**src/rtl/epcfg_pkg.sv**
```systemverilog
package epcfg_pkg;
  localparam int NUM_EP = 16;
  localparam int IDX_W  = $clog2(NUM_EP);
  localparam int LEN_W  = 12;

  localparam int B_EN  = 7;
  localparam int B_DIR = 6;
  localparam int B_DBL = 5;

  localparam logic [3:0] OP_WRITE = 4'h2;
  localparam logic [3:0] OP_READ  = 4'h3;

  function automatic logic [LEN_W-1:0] code_bytes(input logic [3:0] code);
    logic [LEN_W-1:0] b;
    if (code >= 4'd7) b = LEN_W'(1023);
    else              b = LEN_W'(8) << code;
    return b;
  endfunction

  function automatic logic [LEN_W-1:0] footprint(input logic [7:0] cfg);
    logic [LEN_W-1:0] b;
    b = code_bytes(cfg[3:0]);
    if (!cfg[B_EN])      return '0;
    else if (cfg[B_DBL]) return b << 1;
    else                 return b;
  endfunction
endpackage

```
**src/rtl/ep_cmd_port.sv**
```systemverilog
module ep_cmd_port
  import epcfg_pkg::*;
(
  input  logic             clk,
  input  logic             rst_n,
  input  logic             usb_rst,
  input  logic             hold,
  input  logic             in_valid,
  output logic             in_ready,
  input  logic             in_is_cmd,
  input  logic [7:0]       in_byte,
  output logic [IDX_W-1:0] rd_idx,
  input  logic [7:0]       rd_data,
  output logic             wr_en,
  output logic [IDX_W-1:0] wr_idx,
  output logic [7:0]       wr_data,
  output logic             rd_valid,
  input  logic             rd_ready,
  output logic [7:0]       rd_byte
);
  logic             pend_wr;
  logic [IDX_W-1:0] pend_idx;
  logic             take;

  assign in_ready = !hold && !usb_rst && !rd_valid;
  assign take     = in_valid && in_ready;
  assign rd_idx   = in_byte[IDX_W-1:0];
  assign wr_en    = take && !in_is_cmd && pend_wr;
  assign wr_idx   = pend_idx;
  assign wr_data  = in_byte;

  always_ff @(posedge clk or negedge rst_n) begin
    if (!rst_n) begin
      pend_wr  <= 1'b0;
      pend_idx <= '0;
      rd_valid <= 1'b0;
      rd_byte  <= '0;
    end else begin
      if (rd_valid && rd_ready) rd_valid <= 1'b0;
      if (take) begin
        if (in_is_cmd) begin
          pend_wr  <= (in_byte[7:4] == OP_WRITE);
          pend_idx <= in_byte[IDX_W-1:0];
          if (in_byte[7:4] == OP_READ) begin
            rd_valid <= 1'b1;
            rd_byte  <= rd_data;
          end
        end else begin
          pend_wr <= 1'b0;
        end
      end
    end
  end


  rd_hold_chk: assert property (@(posedge clk) disable iff (!rst_n)
    rd_valid && !rd_ready |=> rd_valid && $stable(rd_byte));


  no_wr_busy_chk: assert property (@(posedge clk) disable iff (!rst_n)
    hold |-> !wr_en);
endmodule

```
**src/rtl/ep_cfg_bank.sv**
```systemverilog
module ep_cfg_bank
  import epcfg_pkg::*;
(
  input  logic                clk,
  input  logic                rst_n,
  input  logic                usb_rst,
  input  logic                wr_en,
  input  logic [IDX_W-1:0]    wr_idx,
  input  logic [7:0]          wr_data,
  input  logic [IDX_W-1:0]    rd_idx,
  output logic [7:0]          rd_data,
  output logic [NUM_EP*8-1:0] cfg_flat,
  output logic [NUM_EP-1:0]   dir_vec,
  output logic                start_pulse,
  output logic                inval_pulse
);
  logic [7:0]       slot [NUM_EP];
  logic [IDX_W-1:0] seq_next;
  logic [7:0]       old_val;
  logic             layout_chg;
  logic [NUM_EP-1:0] en_vec;

  assign rd_data    = slot[rd_idx];
  assign old_val    = slot[wr_idx];
  assign layout_chg = (old_val[B_EN] != wr_data[B_EN]) || (old_val[3:0] != wr_data[3:0]);

  for (genvar g = 0; g < NUM_EP; g++) begin : g_flat
    assign cfg_flat[g*8 +: 8] = slot[g];
    assign dir_vec[g]         = slot[g][B_DIR];
    assign en_vec[g]          = slot[g][B_EN];
  end

  always_ff @(posedge clk or negedge rst_n) begin
    if (!rst_n) begin
      for (int i = 0; i < NUM_EP; i++) slot[i] <= '0;
      seq_next    <= '0;
      start_pulse <= 1'b0;
      inval_pulse <= 1'b0;
    end else if (usb_rst) begin
      for (int i = 0; i < NUM_EP; i++) slot[i][B_EN] <= 1'b0;
      seq_next    <= '0;
      start_pulse <= 1'b0;
      inval_pulse <= 1'b0;
    end else begin
      start_pulse <= 1'b0;
      inval_pulse <= 1'b0;
      if (wr_en) begin
        slot[wr_idx] <= wr_data;
        inval_pulse  <= layout_chg;
        if (wr_idx == seq_next) begin
          if (seq_next == IDX_W'(NUM_EP-1)) begin
            start_pulse <= 1'b1;
            seq_next    <= '0;
          end else begin
            seq_next <= seq_next + 1'b1;
          end
        end else begin
          seq_next <= (wr_idx == '0) ? IDX_W'(1) : '0;
        end
      end
    end
  end


  bus_rst_clr_chk: assert property (@(posedge clk) disable iff (!rst_n)
    usb_rst |=> en_vec == '0);


  start_last_chk: assert property (@(posedge clk) disable iff (!rst_n)
    start_pulse |-> $past(wr_en) && $past(wr_idx) == IDX_W'(NUM_EP-1));
endmodule

```
**src/rtl/ep_alloc_walk.sv**
```systemverilog
module ep_alloc_walk
  import epcfg_pkg::*;
#(
  parameter int MEM_DEPTH = 4096,
  parameter int AW        = 16
)(
  input  logic                    clk,
  input  logic                    rst_n,
  input  logic                    usb_rst,
  input  logic                    start,
  input  logic                    inval,
  input  logic [NUM_EP*8-1:0]     cfg_flat,
  output logic                    busy,
  output logic                    alloc_done,
  output logic                    bufs_valid,
  output logic                    alloc_ovf,
  output logic [NUM_EP*AW-1:0]    base_flat,
  output logic [NUM_EP*LEN_W-1:0] len_flat
);
  logic [7:0]       cfg_a  [NUM_EP];
  logic [AW-1:0]    base_r [NUM_EP];
  logic [LEN_W-1:0] len_r  [NUM_EP];
  logic [IDX_W-1:0] idx;
  logic [AW-1:0]    acc;
  logic [LEN_W-1:0] fp;
  logic [AW:0]      nxt;

  for (genvar g = 0; g < NUM_EP; g++) begin : g_map
    assign cfg_a[g]                   = cfg_flat[g*8 +: 8];
    assign base_flat[g*AW +: AW]      = base_r[g];
    assign len_flat[g*LEN_W +: LEN_W] = len_r[g];
  end

  assign fp  = footprint(cfg_a[idx]);
  assign nxt = {1'b0, acc} + (AW+1)'(fp);

  always_ff @(posedge clk or negedge rst_n) begin
    if (!rst_n) begin
      busy       <= 1'b0;
      alloc_done <= 1'b0;
      bufs_valid <= 1'b0;
      alloc_ovf  <= 1'b0;
      idx        <= '0;
      acc        <= '0;
      for (int i = 0; i < NUM_EP; i++) begin
        base_r[i] <= '0;
        len_r[i]  <= '0;
      end
    end else begin
      alloc_done <= 1'b0;
      if (usb_rst) begin
        busy       <= 1'b0;
        bufs_valid <= 1'b0;
      end else if (start) begin
        busy       <= 1'b1;
        idx        <= '0;
        acc        <= '0;
        alloc_ovf  <= 1'b0;
        bufs_valid <= 1'b0;
      end else begin
        if (inval) bufs_valid <= 1'b0;
        if (busy) begin
          base_r[idx] <= acc;
          len_r[idx]  <= fp;
          acc         <= nxt[AW-1:0];
          if (idx == IDX_W'(NUM_EP-1)) begin
            busy       <= 1'b0;
            alloc_done <= 1'b1;
            bufs_valid <= 1'b1;
            alloc_ovf  <= (nxt > (AW+1)'(MEM_DEPTH));
          end else begin
            idx <= idx + 1'b1;
          end
        end
      end
    end
  end


  done_pulse_chk: assert property (@(posedge clk) disable iff (!rst_n)
    alloc_done |=> !alloc_done);


  valid_on_done_chk: assert property (@(posedge clk) disable iff (!rst_n)
    alloc_done |-> bufs_valid);


  inval_clr_chk: assert property (@(posedge clk) disable iff (!rst_n)
    inval && !start |=> !bufs_valid);


  ovf_sticky_chk: assert property (@(posedge clk) disable iff (!rst_n)
    alloc_ovf && !start |=> alloc_ovf);
endmodule

```
**src/rtl/ep_cfg_alloc.sv**
```systemverilog
module ep_cfg_alloc
  import epcfg_pkg::*;
#(
  parameter int MEM_DEPTH = 4096,
  parameter int AW        = 16
)(
  input  logic                    clk,
  input  logic                    rst_n,
  input  logic                    usb_rst,
  input  logic                    in_valid,
  output logic                    in_ready,
  input  logic                    in_is_cmd,
  input  logic [7:0]              in_byte,
  output logic                    rd_valid,
  input  logic                    rd_ready,
  output logic [7:0]              rd_byte,
  output logic                    inval_pulse,
  output logic                    alloc_done,
  output logic                    bufs_valid,
  output logic                    alloc_ovf,
  output logic [NUM_EP*AW-1:0]    ep_base,
  output logic [NUM_EP*LEN_W-1:0] ep_len,
  output logic [NUM_EP-1:0]       dma_dir
);
  logic             walk_busy, start_pulse, hold;
  logic             wr_en;
  logic [IDX_W-1:0] wr_idx, rd_idx;
  logic [7:0]       wr_data, rd_data;
  logic [NUM_EP*8-1:0] cfg_flat;

  assign hold = walk_busy || start_pulse;

  ep_cmd_port u_port (
    .clk(clk), .rst_n(rst_n), .usb_rst(usb_rst), .hold(hold),
    .in_valid(in_valid), .in_ready(in_ready), .in_is_cmd(in_is_cmd), .in_byte(in_byte),
    .rd_idx(rd_idx), .rd_data(rd_data),
    .wr_en(wr_en), .wr_idx(wr_idx), .wr_data(wr_data),
    .rd_valid(rd_valid), .rd_ready(rd_ready), .rd_byte(rd_byte)
  );

  ep_cfg_bank u_bank (
    .clk(clk), .rst_n(rst_n), .usb_rst(usb_rst),
    .wr_en(wr_en), .wr_idx(wr_idx), .wr_data(wr_data),
    .rd_idx(rd_idx), .rd_data(rd_data),
    .cfg_flat(cfg_flat), .dir_vec(dma_dir),
    .start_pulse(start_pulse), .inval_pulse(inval_pulse)
  );

  ep_alloc_walk #(.MEM_DEPTH(MEM_DEPTH), .AW(AW)) u_walk (
    .clk(clk), .rst_n(rst_n), .usb_rst(usb_rst),
    .start(start_pulse), .inval(inval_pulse), .cfg_flat(cfg_flat),
    .busy(walk_busy), .alloc_done(alloc_done), .bufs_valid(bufs_valid),
    .alloc_ovf(alloc_ovf), .base_flat(ep_base), .len_flat(ep_len)
  );
endmodule

```
**config.mk**
```make
export PLATFORM = sky130hd
export DESIGN_NAME = ep_cfg_alloc
export DESIGN_NICKNAME = d
export VERILOG_FILES = /design/src/rtl/epcfg_pkg.sv /design/src/rtl/ep_cmd_port.sv /design/src/rtl/ep_cfg_bank.sv /design/src/rtl/ep_alloc_walk.sv /design/src/rtl/ep_cfg_alloc.sv
export SDC_FILE = /design/constraint.sdc
export NUM_CORES = 1
export LEC_CHECK = 0
export BUFFER_PORTS_ARGS = -buffer_cell sky130_fd_sc_hd__buf_4
export CORE_ASPECT_RATIO = 1.4
export CORE_MARGIN = 2
export CORE_UTILIZATION = 45
export CTS_CLUSTER_DIAMETER = 50
export DETAILED_ROUTE_END_ITERATION = 6
export PLACE_DENSITY = 0.74
export SETUP_SLACK_MARGIN = 0.4
export SLEW_MARGIN = 20
export SYNTH_ARGS = -nofsm -noshare
export SYNTH_HDL_FRONTEND = slang
export SYNTH_SLANG_ARGS = --single-unit
export TNS_END_PERCENT = 1
```
**constraint.sdc**
```tcl
create_clock -name clk -period 5.4 [get_ports clk]
set_input_delay 0.27 -clock clk [delete_from_list [all_inputs] [get_ports clk]]
set_output_delay 0.27 -clock clk [all_outputs]
set_load 0.01 [all_outputs]
```
Word level (Yosys, flattened, before mapping)
Cells that the tools add are included.
{"block": "word_totals", "register_bits": 620, "latch_bits": 0, "ramBits": 0, "mem_bits_ro": 0, "in_bits": 14, "word_cells": 201, "mem_count": 0}
{"block": "op_classes", "addsub": 3, "mul": 0, "div": 0, "order_cmp": 7, "n_eq_ne": 8, "shifts": 1, "muxes": 75, "bitwise_logic": 5, "n_reduce_logical": 25}
{"op": "256-bit bitwise mux", "count": 1}
{"op": "192-bit bitwise mux", "count": 1}
{"op": "128-bit bitwise mux", "count": 1}
{"op": "128-bit two-way mux", "count": 1}
{"op": "8-bit binary-select mux with 4-bit select", "count": 3}
{"op": "16-bit demux with 4-bit select", "count": 1}
{"op": "8-bit two-way mux", "count": 7}
{"op": "12-bit demux with 4-bit select", "count": 1}
{"op": "12-bit two-way mux", "count": 4}
{"op": "16-bit two-way mux", "count": 3}
{"op": "1-bit two-way mux", "count": 44}
{"op": "8-bit demux with 4-bit select", "count": 1}
{"op": "4-bit two-way mux", "count": 7}
{"op": "16-bit by 12-bit adder with 17-bit output", "count": 1}
{"op": "17-bit by 13-bit greater-than comparator with 1-bit output, second input constant", "count": 1}
{"op": "5-bit >= comparator, second input constant", "count": 3}
{"op": "4-bit NOT with 5-bit output", "count": 3}
{"op": "3-bit AND reduction", "count": 4}
{"op": "4-bit by 4-bit left shift with 12-bit output, first input constant", "count": 1}
{"op": "5-bit by 1-bit < comparator with 1-bit output, second input constant", "count": 2}
{"op": "4-bit by 1-bit adder with 4-bit output, second input constant", "count": 2}
{"op": "4-bit by 2-bit == test with 1-bit output, second input constant", "count": 2}
{"op": "4-bit == test, second input constant", "count": 2}
{"op": "1-bit logical AND", "count": 8}
{"op": "11 further kinds", "count": 20}

Depth between registers and ports, before layout
{"block": "depth", "ltp_word": 13, "ltp_mapped": 20, "depth_no_buf": 17}

Cells and area by module
From an unflattened synthesis, not the netlist that was laid out.
{"block": "hier_totals", "hier_cells": 2030, "area_unflattened_um2": 26431.6}
{"mod": "ep_alloc_walk", "n_inst": 1, "cells_per_inst": 1486, "area_per_inst_um2": 18632.9, "seq_area_each_um2": 11410.9}
{"mod": "ep_cfg_bank", "n_inst": 1, "cells_per_inst": 493, "area_per_inst_um2": 7113.1, "seq_area_each_um2": 3353.2}
{"mod": "ep_cmd_port", "n_inst": 1, "cells_per_inst": 50, "area_per_inst_um2": 679.4, "seq_area_each_um2": 350.3}
{"mod": "ep_cfg_alloc", "n_inst": 1, "cells_per_inst": 1, "area_per_inst_um2": 6.3, "seq_area_each_um2": 0.0}

Worst setup path after synthesis
OpenSTA, ideal clock, no wires.
{"block": "synth_path", "kind": "register to register", "from": "reg u_walk.idx[0]", "to": "reg u_walk.alloc_ovf", "setup_ps": 130, "arrival_ps": 4916, "t_required_ps": 5270, "setup_slack_ps": 354, "stages_incl_launch_ff": 21, "path_buffers": 3, "path_cell_list": "dfrtp_1 buf_4 buf_6 mux4_2 mux4_2 and2_1 a21o_1 nand2_4 inv_2 nand2_2 buf_2 inv_1 ha_1 fa_1 a211oi_1 o21a_1 nor4_1 o41ai_1 nand3_1 a32oi_1 o21ai_0"}
{"block": "synth_via", "elab_chain_cells": 13}
{"element": "start: declaration", "line_no": "ep_alloc_walk.sv:23", "text": "logic [IDX_W-1:0] idx;"}
{"element": "start signal: assignment", "line_no": "ep_alloc_walk.sv:72", "text": "idx <= idx + 1'b1;"}
{"element": "4-bit NOT with 5-bit output (implied by the code) (*)", "line_no": "ep_alloc_walk.sv:34", "text": "assign fp = footprint(cfg_a[idx]);"}
{"element": "8-bit binary-select mux with 4-bit select (*)", "line_no": "ep_alloc_walk.sv:34"}
{"element": "8-bit two-way mux (implied by the code) (*) (2 in series)", "line_no": "ep_alloc_walk.sv:34"}
{"element": "4-bit by 3-bit >= comparator with 1-bit output or 4-bit by 4-bit left shift with 12-bit output (tied branches)", "line_no": "epcfg_pkg.sv:15, epcfg_pkg.sv:16"}
{"element": "12-bit two-way mux", "line_no": "epcfg_pkg.sv:15", "text": "if (code >= 4'd7) b = LEN_W'(1023);"}
{"element": "12-bit two-way mux", "line_no": "epcfg_pkg.sv:24", "text": "else if (cfg[B_DBL]) return b << 1;"}
{"element": "12-bit two-way mux (*)", "line_no": "epcfg_pkg.sv:23", "text": "if (!cfg[B_EN]) return '0;"}
{"element": "named net u_walk.fp[1]", "line_no": "ep_alloc_walk.sv:25", "text": "logic [LEN_W-1:0] fp;"}
{"element": "16-bit by 12-bit adder with 17-bit output (*)", "line_no": "ep_alloc_walk.sv:35", "text": "assign nxt = {1'b0, acc} + (AW+1)'(fp);"}
{"element": "17-bit by 13-bit greater-than comparator with 1-bit output (*)", "line_no": "ep_alloc_walk.sv:70", "text": "alloc_ovf <= (nxt > (AW+1)'(MEM_DEPTH));"}
{"element": "1-bit two-way mux (*)", "line_no": "ep_alloc_walk.sv:66", "text": "if (idx == IDX_W'(NUM_EP-1)) begin"}
{"element": "1-bit two-way mux (*)", "line_no": "ep_alloc_walk.sv:62", "text": "if (busy) begin"}
{"element": "1-bit two-way mux (*)", "line_no": "ep_alloc_walk.sv:54", "text": "end else if (start) begin"}
{"element": "end signal: assignment", "line_no": "ep_alloc_walk.sv:70"}
{"element": "end: declaration", "line_no": "ep_alloc_walk.sv:16", "text": "output logic alloc_ovf,"}
Mark *: on every way through the listed nets, which the timed path passes. The rest lies on a longest branch. The select of a mux whose other input is x is not followed.
A chain may end at the register's enable or synchronous reset.

Worst setup path in the final report
Ends and elaborated chain as after synthesis.

==> out/qor.csv <==
metric,value,unit
arrival,5.31,ns
track_usage,0.260,
place_hpwl,52700,um
viasPerCell,5.64,
tightest_slew,1.12,ns
yosysTopAreaCell,dfrtp_1,
yosys_warnings,0,
synth_flop_cell,dfrtp_1,
grt_max_degree,173,
diodes,0,
synth_common_cells,"dfrtp_1 (604), mux2_2 (379), nand2_1 (222)",
ys_types,62,
synth_most_common_cell,dfrtp_1,
finalInstanceArea,32500,um2
cp-start-kind,flip-flop,
wl,78600,um
skew,0.0194,ns
p_per_area,283,nW/um2
grt_pass1_vias,18200,
die_w,207,um
rsz0062_at_grt,yes,
syn_avg_cell_area,13.4,um2
crit_path_end_kind,flip-flop,
drc,0,
nets,2397,
fin_tns_setup,0,ns
firstDrtPassIters,7,
cts_buffer_depth,3,
syn_area,26000,um2
numCtsBuffers,59,
cp.required,5.89,ns
antenna_found_initial,0,
root_buffer,clkbuf_16,
ant_nets,0,
post-route-period-util,0.891,
p_leak,16.6,nW
synth_edf_count,0,
reg2reg_setup_slack,0.59,ns
num_io_pins,492,
core_area,57300,um2
grt_pass1_wl,116000,um
cp_max_fo,7,
place_congestion,0.843,
die_area,59700,um2
hold_class,in2reg,
crit_type,reg2reg,
seq_area_frac_synth,0.582,
utilization,0.567,
outcome,"complete, no violations",
wl_per_cell,24.9,um
setup_violations,0,
ys_seq_elements,604,
maxCapViolCount,0,
detailedRoute.firstIterationViolations,1312,
cts_tree,done,
die_h,288,um
start_util,0.453,
synth.area.top_cells,"dfrtp_1 (58%), mux2_2 (16%), mux4_2 (8.2%)",
clk_pin_slew,0.07,ns
synth_fp_nets,1964,
ir_drop,235,uV
htree_levels,2,
relSlewSlack,0.252,
synth_cells,1932,
vias,17800,
fin_crit,4.81,ns
fmax,208,MHz
slew_violations,0,
globalRouteOverflowTotal,0,
synth_top_cell_area_share,0.582,
drive_above_1_share,0.481,
clkLatencyLatePin,0.62,ns
port_buffers,491,
area_delta_synth_final,25.1,%
hold_viol,0,
postPlaceCellArea,30200,um2
rows,104,
cts.sinks,604,
async_reset_ff_frac,1.00,
-- kinds of logic (layout without fill, tap and decap cells) --
group,Yosys count,count (layout),synth area share
compound gates,251,251,0.0575
simple gates,364,364,0.0617
fa+ha+maj,18,18,0.00897
flops,604,604,0.582
mux,480,480,0.249
xor+xnor,17,17,0.00574
buf+inv,197,677,0.0346
other cells,1,1,0.000144
-- critical path: stages, from the launching register on --
cell       delay (ns)
dfrtp_2          0.46
buf_12           0.16
mux4_2           0.50
mux4_2           0.53
and2_1           0.19
a21o_4           0.25
nand2_4          0.07
inv_2            0.08
nand2_2          0.08
inv_1            0.06
ha_1             0.25
a211oi_1         0.51
nor2_1           0.13
a211o_1          0.31
a2111oi_2        0.38
buf_4            0.16
o2111ai_1        0.12
nor4_1           0.33
o21ai_1          0.11
-- final cells by class --
cell class | instances | area (um2)
clock buffers | 84 | 1730
inverters | 23 | 86.3
well taps | 742 | 928
fillers | 4595 | 24800
repair buffers | 546 | 4240
flip-flops and latches | 604 | 15100
multi-input cells | 1131 | 10100
clock inverters | 24 | 294
-- cells in the final DEF (no fill, tap or decap), types with 11 or more instances in the layout --
cell type,synthesis,final
a21oi_1,26,26
and2_1,17,17
buf_4,34,530
clkbuf_16,0,60
clkbuf_8,0,16
dfrtp_1,604,601
ha_1,17,17
inv_1,21,21
mux2_2,379,379
mux4_2,95,95
nand2_1,222,222
nand3_1,25,13
nand3_2,0,11
nor2_1,47,41
o21ai_0,141,140
o21ai_1,12,13
o21ai_2,12,11
o31ai_1,20,20
xnor2_1,12,12
-- path summary, 6_finish.rpt --
check	endpoint	start	cells past startpoint
worst max-delay path	u_walk.alloc_ovf	u_walk.idx[0]	18
worst min-delay path	u_bank.cfg_flat[13]	in_byte[5]	2
min in group asynchronous	u_walk.base_flat[35]	rst_n	2
max in group asynchronous	u_walk.idx[0]	rst_n	3
worst min register to register	u_walk.len_flat[117]	u_walk.len_flat[117]	2
worst max register to register	u_walk.alloc_ovf	u_walk.idx[0]	18
-- report_power, final --
part           leakage (nW)  switching, mW  internal (mW)
Combinational          7.16          0.183          0.109
Clock                  1.00           1.79           2.48
Sequential             8.41         0.0786           4.54
Total                  16.6           2.06           7.13
-- per-layer routing --
metal	global-route usage	wire length (um)	vias up
li1	-	-	7691
met1	0.314	29100	9165
met2	0.455	40300	717
met3	0.0448	5190	201
met4	0.117	4010	0
met5	0	0	-
-- flip-flops by register name, summed over array words and instances, names as in the netlist --
name                cells
u_port.rd_valid         1
u_walk.base_flat      256
u_walk.alloc_ovf        1
u_bank.inval_pulse      1
u_bank.start_pulse      1
u_port.pend_wr          1
u_walk.acc             16
u_walk.len_flat       176
u_walk.alloc_done       1
u_walk.busy             1
u_walk.bufs_valid       1
u_bank.cfg_flat       128
u_walk.idx              4
u_port.wr_idx           4
u_port.rd_byte          8
u_bank.seq_next         4
-- repair_timing --
item,4_1_cts,5_1_grt
buffers inserted,1,5
setup endpoints to repair,1,5
hold endpoints to repair,88,0
gates cloned,1,1
gates resized for setup,1,9
pin swaps,0,3
hold buffers,7,0
-- through the flow --
stage          total power, mW  hold slack (ns)  setup slack [ns]  cells
4_1_cts                   9.26          0.00239             0.401   3148
3_5_place_dp              5.00            0.298             0.276   3031
6_report                  9.19           0.0467             0.586   3154
3_3_place_gp              4.99            0.302             0.374   3031
2_1_floorplan             4.83          -0.0256             0.553   1932
5_1_grt                   9.47           0.0498             0.306   3154
Note: power is estimated with default switching activity, not from simulation.
